===== config.mk =====
export PLATFORM = sky130hd
export DESIGN_NAME = cluster_ro_cache
export DESIGN_NICKNAME = d
export VERILOG_FILES = /design/src/rtl/cc_pkg.sv /design/src/rtl/cc_store.sv /design/src/rtl/cc_lru.sv /design/src/rtl/cluster_ro_cache.sv
export SDC_FILE = /design/constraint.sdc
export NUM_CORES = 1
export LEC_CHECK = 0
export BUFFER_PORTS_ARGS = -buffer_cell sky130_fd_sc_hd__buf_2
export CORE_MARGIN = 3
export CORE_UTILIZATION = 50
export CTS_BUF_LIST = sky130_fd_sc_hd__clkbuf_8
export DETAILED_ROUTE_END_ITERATION = 8
export PLACE_DENSITY = 0.7
export REMOVE_ABC_BUFFERS = 1
export SYNTH_ARGS = -nofsm -noshare
export SYNTH_HDL_FRONTEND = slang
export SYNTH_HIERARCHICAL = 1
export SYNTH_SLANG_ARGS = --single-unit
export TNS_END_PERCENT = 100

===== constraint.sdc =====
create_clock -name clk -period 7.5 [get_ports clk]
set_input_delay 0 -clock clk [delete_from_list [all_inputs] [get_ports clk]]
set_output_delay 0 -clock clk [all_outputs]
set_load 0.01 [all_outputs]

===== src/rtl/cc_pkg.sv =====
// Shared types for the read-only miss-stall cluster cache.
package cc_pkg;
    // Control state: running normally, or stalled awaiting a fill.
    typedef enum logic [0:0] {
        ST_RUN   = 1'b0,
        ST_STALL = 1'b1
    } cc_state_e;
endpackage


===== src/rtl/cc_store.sv =====
// Line storage with three associative lookups: the cluster read port,
// the peer probe port and the fill port (to detect already-resident lines).
// Assumes at most one way holds any address (installs skip resident ones).
module cc_store #(
    parameter int NWAYS  = 4,
    parameter int ADDR_W = 16,
    parameter int DATA_W = 32,
    localparam int WAY_W = $clog2(NWAYS)
) (
    input  logic              clk,
    input  logic              rst_n,
    input  logic              clr,
    input  logic              wr_en,
    input  logic [WAY_W-1:0]  wr_way,
    input  logic [ADDR_W-1:0] wr_addr,
    input  logic [DATA_W-1:0] wr_data,
    input  logic [ADDR_W-1:0] lk_addr,
    output logic              lk_hit,
    output logic [WAY_W-1:0]  lk_way,
    output logic [DATA_W-1:0] lk_data,
    input  logic [ADDR_W-1:0] pr_addr,
    output logic              pr_hit,
    output logic [DATA_W-1:0] pr_data,
    input  logic [ADDR_W-1:0] fl_addr,
    output logic              fl_hit,
    output logic [NWAYS-1:0]  valid_vec
);
    logic [NWAYS-1:0]  vld;
    logic [ADDR_W-1:0] tag_q [NWAYS];
    logic [DATA_W-1:0] dat_q [NWAYS];
    logic [NWAYS-1:0]  m_lk, m_pr, m_fl;

    // Valid bits: cleared by reset or invalidate, set by an install.
    always_ff @(posedge clk) begin
        for (int i = 0; i < NWAYS; i++) begin
            if (!rst_n || clr)
                vld[i] <= 1'b0;
            else if (wr_en && wr_way == WAY_W'(i))
                vld[i] <= 1'b1;
        end
    end

    // Tag and data payload: written only when a line is installed.
    always_ff @(posedge clk) begin
        for (int i = 0; i < NWAYS; i++) begin
            if (wr_en && wr_way == WAY_W'(i)) begin
                tag_q[i] <= wr_addr;
                dat_q[i] <= wr_data;
            end
        end
    end

    // Per-way comparators for the three lookup addresses.
    for (genvar w = 0; w < NWAYS; w++) begin : g_cmp
        assign m_lk[w] = vld[w] && (tag_q[w] == lk_addr);
        assign m_pr[w] = vld[w] && (tag_q[w] == pr_addr);
        assign m_fl[w] = vld[w] && (tag_q[w] == fl_addr);
    end

    // Encode read-port match into way index and data.
    always_comb begin
        lk_way  = '0;
        lk_data = '0;
        for (int i = 0; i < NWAYS; i++) begin
            if (m_lk[i]) begin
                lk_way  = WAY_W'(i);
                lk_data = dat_q[i];
            end
        end
    end

    // Select probe-port data.
    always_comb begin
        pr_data = '0;
        for (int i = 0; i < NWAYS; i++) begin
            if (m_pr[i]) pr_data = dat_q[i];
        end
    end

    assign lk_hit    = |m_lk;
    assign pr_hit    = |m_pr;
    assign fl_hit    = |m_fl;
    assign valid_vec = vld;
endmodule


===== src/rtl/cc_lru.sv =====
// Age-counter LRU tracker. Ages form a permutation of 0..NWAYS-1; the
// touched way becomes 0 and younger ways age by one. Victim is the lowest
// empty way, else the way with the maximum age. Assumes NWAYS is a power of two.
module cc_lru #(
    parameter int NWAYS = 4,
    localparam int WAY_W = $clog2(NWAYS)
) (
    input  logic             clk,
    input  logic             rst_n,
    input  logic             touch,
    input  logic [WAY_W-1:0] touch_way,
    input  logic [NWAYS-1:0] valid_vec,
    output logic [WAY_W-1:0] victim
);
    logic [WAY_W-1:0] age [NWAYS];
    logic             found;

    // Age update: reset to way index, refresh on touch.
    always_ff @(posedge clk) begin
        for (int i = 0; i < NWAYS; i++) begin
            if (!rst_n)
                age[i] <= WAY_W'(i);
            else if (touch) begin
                if (touch_way == WAY_W'(i))
                    age[i] <= '0;
                else if (age[i] < age[touch_way])
                    age[i] <= age[i] + 1'b1;
            end
        end
    end

    // Victim choice: first empty way, else the oldest way.
    always_comb begin
        victim = '0;
        found  = 1'b0;
        for (int i = 0; i < NWAYS; i++) begin
            if (!found && !valid_vec[i]) begin
                victim = WAY_W'(i);
                found  = 1'b1;
            end
        end
        if (!found) begin
            for (int i = 0; i < NWAYS; i++) begin
                if (age[i] == WAY_W'(NWAYS - 1)) victim = WAY_W'(i);
            end
        end
    end
endmodule


===== src/rtl/cluster_ro_cache.sv =====
// Read-only, fully associative cluster cache with miss-stall handling.
// Reads hit with one cycle of latency; a miss enters a stall that exposes
// the missing address until a matching fill arrives, after which the read
// completes with the fill word. Fills install only non-resident lines.
module cluster_ro_cache #(
    parameter int NWAYS  = 4,
    parameter int ADDR_W = 16,
    parameter int DATA_W = 32
) (
    input  logic              clk,
    input  logic              rst_n,
    input  logic              rd_req,
    input  logic [ADDR_W-1:0] rd_addr,
    output logic              rd_valid,
    output logic [DATA_W-1:0] rd_data,
    output logic              miss,
    output logic [ADDR_W-1:0] miss_addr,
    input  logic              fill_valid,
    input  logic [ADDR_W-1:0] fill_addr,
    input  logic [DATA_W-1:0] fill_data,
    input  logic              inval,
    input  logic [ADDR_W-1:0] probe_addr,
    output logic              probe_hit,
    output logic [DATA_W-1:0] probe_data
);
    import cc_pkg::*;
    localparam int WAY_W = $clog2(NWAYS);

    cc_state_e         state_q;
    logic [ADDR_W-1:0] miss_addr_q;
    logic              rdv_q;
    logic [DATA_W-1:0] rdata_q;

    logic              lk_hit, fl_hit;
    logic [WAY_W-1:0]  lk_way, victim, touch_way;
    logic [DATA_W-1:0] lk_data;
    logic [NWAYS-1:0]  valid_vec;
    logic              running, fill_ok, hit_now, miss_now, replay, install, touch;

    assign running   = (state_q == ST_RUN);
    assign fill_ok   = fill_valid && !inval;
    assign hit_now   = running && rd_req && lk_hit;
    assign miss_now  = running && rd_req && !lk_hit;
    assign replay    = !running && fill_ok && (fill_addr == miss_addr_q);
    assign install   = fill_ok && !fl_hit;
    assign touch     = install || hit_now;
    assign touch_way = install ? victim : lk_way;

    cc_store #(.NWAYS(NWAYS), .ADDR_W(ADDR_W), .DATA_W(DATA_W)) u_store (
        .clk       (clk),
        .rst_n     (rst_n),
        .clr       (inval),
        .wr_en     (install),
        .wr_way    (victim),
        .wr_addr   (fill_addr),
        .wr_data   (fill_data),
        .lk_addr   (rd_addr),
        .lk_hit    (lk_hit),
        .lk_way    (lk_way),
        .lk_data   (lk_data),
        .pr_addr   (probe_addr),
        .pr_hit    (probe_hit),
        .pr_data   (probe_data),
        .fl_addr   (fill_addr),
        .fl_hit    (fl_hit),
        .valid_vec (valid_vec)
    );

    cc_lru #(.NWAYS(NWAYS)) u_lru (
        .clk       (clk),
        .rst_n     (rst_n),
        .touch     (touch),
        .touch_way (touch_way),
        .valid_vec (valid_vec),
        .victim    (victim)
    );

    // Stall control: enter on a miss, leave on the matching fill.
    always_ff @(posedge clk) begin
        if (!rst_n) begin
            state_q     <= ST_RUN;
            miss_addr_q <= '0;
        end else if (miss_now) begin
            state_q     <= ST_STALL;
            miss_addr_q <= rd_addr;
        end else if (replay) begin
            state_q     <= ST_RUN;
        end
    end

    // Read result register: hit data or replayed fill word.
    always_ff @(posedge clk) begin
        if (!rst_n) begin
            rdv_q   <= 1'b0;
            rdata_q <= '0;
        end else begin
            rdv_q <= hit_now || replay;
            if (hit_now)
                rdata_q <= lk_data;
            else if (replay)
                rdata_q <= fill_data;
        end
    end

    assign rd_valid  = rdv_q;
    assign rd_data   = rdata_q;
    assign miss      = (state_q == ST_STALL);
    assign miss_addr = miss_addr_q;
endmodule


======== After elaboration in Yosys (flattened, before gate mapping) ========
Memories as Yosys holds them, arrays and structs flattened.
Index checks and enable logic that the tools add are counted.
storage, ports and cells
  register bits ........................... 54
  bits in writable memories ............... 200
  input port bits ......................... 85
  output and inout port bits .............. 83
  logic and storage cells ................. 201
  memories kept ........................... 3
memory list
  name           words  bits a word  read ports  clocked after Yosys merged registers in  wr ports  line            RTL
  u_store.dat_q  4      32           4           0                                        1         cc_store.sv:30  logic [DATA_W-1:0] dat_q [NWAYS];
  u_store.tag_q  4      16           4           0                                        1         cc_store.sv:29  logic [ADDR_W-1:0] tag_q [NWAYS];
  u_lru.age      4      2            5           0                                        4         cc_lru.sv:15    logic [WAY_W-1:0] age [NWAYS];
operators by class
  $add $sub $neg .......................... 4
  $lt $le $gt $ge ......................... 4
  equal/unequal tests ..................... 23
  multiplexer cells ....................... 99
  bitwise gates (word level) .............. 9
  reductions and logical operators ........ 51
operator list
  operator                                       count
  two-way mux 32 bit                             13
  == test 16 bit                                 13
  OR reduction 32 bit                            3
  two-way mux 1 bit                              59
  two-way mux 16 bit                             3
  two-way mux 2 bit                              24
  OR reduction 16 bit                            3
  logical AND 1 bit                              26
  == test 2 bit, second input constant           8
  OR reduction 4 bit                             3
  logical NOT 1 bit                              9
  adder 2 x 1 -> 2 bit, second input constant    4
  < comparator 2 bit                             4
  bitwise OR 1 bit                               8
  == test 2 x 1 -> 1 bit, second input constant  2
  logical NOT 2 bit                              2
  nonzero test 2 bit                             2
  logical OR 1 bit                               3
  inverter 1 bit                                 1

======== Logic depth before layout (Yosys ltp) ========
Gate-level depths: netlist (run 1).
An unclocked memory read counts as a cell.
  word-level depth ........................ 23
  depth in mapped cells ................... 17
  mapped depth without buffers ............ 13

======== Cells and area by module ========
The synthesis (run 1) kept the hierarchy.
by module, submodules not included
  module            times used  cells an instance  area an instance (um2)  seq. area each (um2)
  cc_store          1           935                10770.3                 5845.6
  cluster_ro_cache  1           289                2627.5                  1001.0
  cc_lru            1           73                 732.0                   240.2

======== Worst setup path after synthesis (run 1) ========
OpenSTA, ideal clock, no wires.
  path kind ............................... register to register
  start point ............................. mem u_store.tag_q[3][14]
  end point ............................... mem u_store.dat_q[0][0], enable pin
  library setup time ...................... 0.526 ns
  data arrival time ....................... 5.018 ns
  required time ........................... 6.974 ns
  path slack .............................. 1.956 ns
  stages on the path, launching flop included .. 8
  path buffers ............................ 0
  period minus slack after synthesis ...... 5.544 ns
  cell sequence ........................... edfxtp_1 xnor2_1 nand4_1 nor4_1 nand3_1 nand4_1 nor3b_1 nor3b_1
RTL lines
  element      line
  from (decl)  cc_store.sv:29
  to (decl)    cc_store.sv:30

==> flow_summary.ini, run 1 <==
[setup_path]
cp_cell_sequence = xnor2_1 > nand4_1 > nor4_2 > nand3_2 > and2_2 > inv_1 > or3_1 > nand3b_1 > buf_4 > nand2b_1 > nand2_1 > or4b_1 > o22a_1 > o211ai_1
cpMaxStageDelayCell = and2_2
start_kind = flop
crit_path_end_kind = flop
cp_max_fo = 34
critical_path_class = flop to flop
critical-path-max-stage-delay_ns = 0.80
regToRegSetupSlack_ns = 2.44
arrival_ns = 5.28
required_ns = 7.72

[cells_and_area]
drive_above_1_share_pct = 22.0
n_antenna_cell = 0
layout.cells.non_filler = 1889
nets = 1577
n_fill_cell = 2293
fin_util_pct = 60.3
syn_to_final_growth_pct = 16.7

[timing]
finalHoldViolCount = 0
tns_ns = 0
fin_crit_ns = 5.06
fin_skew_ns = 0.0377
slew_violations = 0
finalWorstSetupSlack_ns = 2.44
rsz0062_at_grt = false
slew_headroom_pct = 20.7
timing.final.crit_share_pct = 67.5
max_freq_ghz = 0.197
setup_viol = 0
tightest_slew_ns = 1.19

[yosys]
synth_edf_count = 200
ys.flop_type = edfxtp_1
synth.area.top_cells = edfxtp_1, xnor2_1, dfxtp_1
yosys_warnings = 6
yosysTopAreaCellShare_pct = 42.5
synth_cell_types = 60
synth_common_cells = nand2_1, edfxtp_1, xnor2_1
yosysSeqAreaShare_pct = 50.2
synth_most_common_cell = nand2_1
syn_area_sq_um = 14100
post-synth-top-area-cell = edfxtp_1
syn_avg_cell_area_sq_um = 10.9
synth-seq-cells = 254
synthArstFlopShare_pct = 0
syn_inst = 1297

[clock_tree]
clockBufferDepth = 3
cts_tree = built
cts_sinks = 254
htree_levels = 2
cts.clk_slew.worst_paths_ns = 0.06
numCtsBuffers = 44
root_buffer = clkbuf_8
clk-insertion-delay-late_ns = 0.57
postCtsSetupBuffers = 0

[grt]
grt_pass1_vias = 12100
grt_pass1_wl_um = 69800
grt_max_degree = 66
grt_remaining_overflow = 0
grt_antenna_before_repair = 1
grt_usage_pct = 29.4

[detailed_routing]
drtAntennaViolNets = 0
wl_um = 45700
via_per_inst = 6.27
dr.pass1.iters = 6
drc = 0
wl_per_cell_um = 24.2
drtIter0Drc = 1256
vias = 11900

[floorplan]
initial_utilization_pct = 51.7
core_region_area_sq_um = 27300
fp.dieW_um = 174
io-pin-count = 168
row_count = 60
die_y_um = 174
die-area_sq_um = 30300

[power]
fin_total_pwr_mw = 2.99
p_leak_nw = 5.69
ir_drop_mv = 0.128
power.density_nw_per_um2 = 181

[place]
placed_cells = 1744
place.gp.congestion = 0.988
dp_hpwl_um = 27600
place_ws_ns = 2.63
io_buffers = 167

[job]
maxCapViolCount = 0

[min_path]
worstHoldPathType = input port to flop

[outcome]
run_status = completed
## worst paths after layout
path,startpoint,end,cells after the start
setup reg to reg,u_store/tag_q[3][10],u_lru/age[2][0],14
hold / removal,rd_req,miss_addr[4],5
hold reg to reg,miss_addr[6],miss_addr[6],2
setup / recovery,u_store/tag_q[3][10],u_lru/age[2][0],14
## final cells by class
type,instances,area (sq um),area share [%]
clock buffers,49,674,4.09
clock inverters,30,123,0.744
inverters,13,48.8,0.296
multi-input cells,916,6420,39.0
flip-flops and latches,254,7090,43.0
well taps,372,465,2.82
repair buffers,255,1660,10.1
## power by group
group	internal (mW)	switching, mW
clock network	0.596	0.572
logic	0.104	0.156
registers	1.54	0.0182
total	2.24	0.746
## registers in the layout, indices dropped and copies added, names as in the netlist
| signal | flops |
|---|---|
| u_lru/age | 8 |
| u_store/tag_q | 64 |
| miss | 1 |
| rd_valid | 1 |
| miss_addr | 16 |
| rd_data | 32 |
| u_store/dat_q | 128 |
| u_store/valid_vec | 4 |
## what timing repair did
| item | 4_1_cts | 5_1_grt |
|---|---|---|
| gates resized for setup | 0 | 0 |
| hold buffers | 66 | 0 |
| hold endpoints to repair | 254 | 0 |
| setup endpoints to repair | 0 | 0 |
## routing by layer
| layer | track usage (%) | wire (um) | up-vias |
|---|---|---|---|
| met1 | 38.5 | 18100 | 5711 |
| met4 | 11.5 | 1510 | 2 |
| met3 | 5.20 | 4460 | 131 |
| li1 | - | - | 5219 |
| met2 | 48.8 | 21600 | 788 |
| met5 | 0 | 13 | - |
## worst max-delay path: cells and delay by family (launching register included)
family / cells / cell delay, ns
simple gates: 9 / 3.20
buf+inv: 2 / 0.47
flops: 1 / 0.45
compound gates: 2 / 0.35
xor+xnor: 1 / 0.21
## cells by family after synthesis
| logic type | Yosys count | share of synthesized area, % |
|---|---|---|
| AO/OA/AOI/OAI | 237 | 14.9 |
| AND/OR/NAND/NOR | 463 | 16.2 |
| buffers and inverters | 127 | 4.89 |
| adder cells (fa/ha/maj) | 8 | 0.708 |
| XOR/XNOR | 202 | 12.5 |
| multiplexers | 6 | 0.567 |
| flip-flops | 254 | 50.2 |
## stage by stage
step | cell area, sq um | hold slack (ns)
final | 16500 | 0.131
after global routing | 16500 | 0.132
after CTS | 16500 | 0.105
after detailed placement | 15000 | 0.240
after global placement | 15000 | 0.236
after floorplan | 13500 | 0.0989
## layout by cell type (no fill, tap or decap), drive strengths merged, types with 3 or more instances in the layout
master / n
clkbuf: 49
o211ai: 34
xor2: 40
a32oi: 32
o21ai: 40
a22o: 34
a211oi: 33
nor4: 17
nor3b: 5
dlygate4sd3: 66
edfxtp: 200
clkinv: 9
nand2: 206
nor3: 39
mux2: 3
a21oi: 20
inv: 32
ha: 8
xnor2: 162
o221ai: 3
and2: 6
nand3: 18
dfxtp: 54
nor2: 52
nand3b: 4
buf: 189
a311oi: 32
and3: 3
nand2b: 5
nand4: 98
Power figures use the tool's default switching activity.
==> run 2: changes to the inputs <==
- PLACE_DENSITY: 0.7 -> 0.73
- clock period: 7.5 -> 4.2 ns (I/O delays scaled with it)
==> run 2 against run 1 <==
Sequential share of layout area decreased by 0.75 points. Worst hold slack improved by 0.076 ns. Global-route usage increased by 0.52 points. Register-to-register slack got worse by 2.4 ns. Non-clock buffer count increased by 18.
==> flow_summary.ini, run 2 (synthesis results as in run 1) <==
[timing]
finalHoldViolCount = 0
tightest_slew_ns = 0.975
fin_crit_ns = 4.16
slew_violations = 0
tns_ns = 0
setup_viol = 0
slew_headroom_pct = 34.8
max_freq_ghz = 0.241
rsz0062_at_grt = false
timing.final.crit_share_pct = 99.0
fin_skew_ns = 0.0313

[power]
ir_drop_mv = 0.210
netSwitchingFraction_pct = 24.3
p_comb_share_pct = 8.5
p_int_mw = 4.27
p_leak_nw = 5.82
power.density_nw_per_um2 = 336
seqPwrFrac_pct = 49.4
clkPwrFrac_pct = 42.1
fin_total_pwr_mw = 5.63
p_sw_mw = 1.37

[grt]
grt_max_degree = 66
grt_pass1_vias = 12400
grt_pass1_wl_um = 70900
grt_usage_pct = 30.0
grt_antenna_before_repair = 0
grt_remaining_overflow = 0

[floorplan]
die-area_sq_um = 30300
fp.dieW_um = 174
core_region_area_sq_um = 27300
initial_utilization_pct = 51.7
row_count = 60
die_y_um = 174
io-pin-count = 168

[cells_and_area]
design_area_sq_um = 16800
drive_above_1_share_pct = 23.1
fin_util_pct = 61.4
final_common_cell = nand2_1
n_antenna_cell = 0
largest_reg_flops = 128
nets = 1596
syn_to_final_growth_pct = 18.7
n_fill_cell = 2215
regMostFlops = u_store/dat_q
final_cell_mix = nand2_1, edfxtp_1, buf_2

[setup_path]
arrival_ns = 4.38
start_kind = flop
critical_path_class = flop to flop
crit_path_end_kind = flop
cp_max_fo = 33
required_ns = 4.42

[job]
maxCapViolCount = 0

[outcome]
run_status = completed

[place]
dp_hpwl_um = 28700
io_buffers = 167
place.gp.congestion = 1.01
place_area_sq_um = 15200

[detailed_routing]
vias = 12100
drtIter0Drc = 1298
wl_per_cell_um = 24.6
dr.pass1.iters = 5
wl_um = 47000
drtAntennaViolNets = 0
via_per_inst = 6.35
drc = 0

[clock_tree]
clk-insertion-delay-late_ns = 0.57
cts_tree = built
root_buffer = clkbuf_8
clockBufferDepth = 3
cts_sinks = 254
numCtsBuffers = 45
cts.clk_slew.worst_paths_ns = 0.06
htree_levels = 2

[min_path]
worstHoldPathType = input port to flop
run 2: cell types whose count changed in the layout (fill, tap and decap cells not counted), sizes merged:
cell,before,now
buf,189,204
inv,32,24
clkbuf,49,56
dlygate4sd3,66,69
bufinv,0,2
clkinv,9,11
run 2: area by class of cell:
type	instances	area [sq um]	share of cell area [%]
Tap cell	372	465	2.77
Multi-Input combinational cell	916	6420	38.2
Sequential cell	254	7090	42.2
Timing Repair Buffer	273	1830	10.9
Clock buffer	56	771	4.59
Clock inverter	26	160	0.955
Inverter	13	48.8	0.291
run 2: path summary, 6_finish.rpt:
check                           slack [ns]              endpoint                start  depth (start not counted)
worst max-delay path                  0.04       u_lru/age[2][0]  u_store/tag_q[1][8]                         13
worst min-delay path                  0.21  u_store/dat_q[0][23]        fill_data[23]                          2
worst max register to register        0.04       u_lru/age[2][0]  u_store/tag_q[1][8]                         13
worst min register to register        0.49          miss_addr[0]         miss_addr[0]                          2
run 2: power groups by stage:
stage               Clock (mW)  Combinational (mW)  Sequential [mW]
finish                    2.37               0.477             2.78
floorplan                    0               0.195             2.84
global placement             0               0.413             2.83
detailed placement           0               0.415             2.84
CTS                       2.40               0.467             2.78
global route              2.51               0.505             2.79
run 2: what timing repair did:
action	CTS	global route
endpoints found under the hold margin	254	0
buffers inserted	0	0
gates resized for setup	0	0
hold buffers	69	0
run 2: critical path, cell delays in order (launching register included):
cell      delay (ns)
edfxtp_1        0.46
xnor2_1         0.26
nand4_1         0.12
nor4_1          0.49
buf_4           0.22
and2_1          0.14
buf_4           0.45
or3_1           0.27
nand3b_1        0.12
nand2b_1        0.23
nand2_1         0.17
or4b_1          0.52
o22a_1          0.20
o211ai_1        0.16
run 2: stage by stage:
stage	setup WS, ns	std cells	hold WS [ns]
5_1_grt	0.0189	1910	0.228
4_1_cts	0.248	1910	0.195
6_report	0.0438	1910	0.207
3_3_place_gp	0.350	1759	0.236
2_1_floorplan	-1.34	1183	0.0989
3_5_place_dp	0.268	1759	0.238
run 2: layer usage:
metal	vias up	routed length, um	GRT usage [%]
met2	911	21500	48.0
met4	0	1720	12.2
li1	5248	-	-
met1	5817	18800	40.5
met5	-	0	0
met3	153	5030	5.31
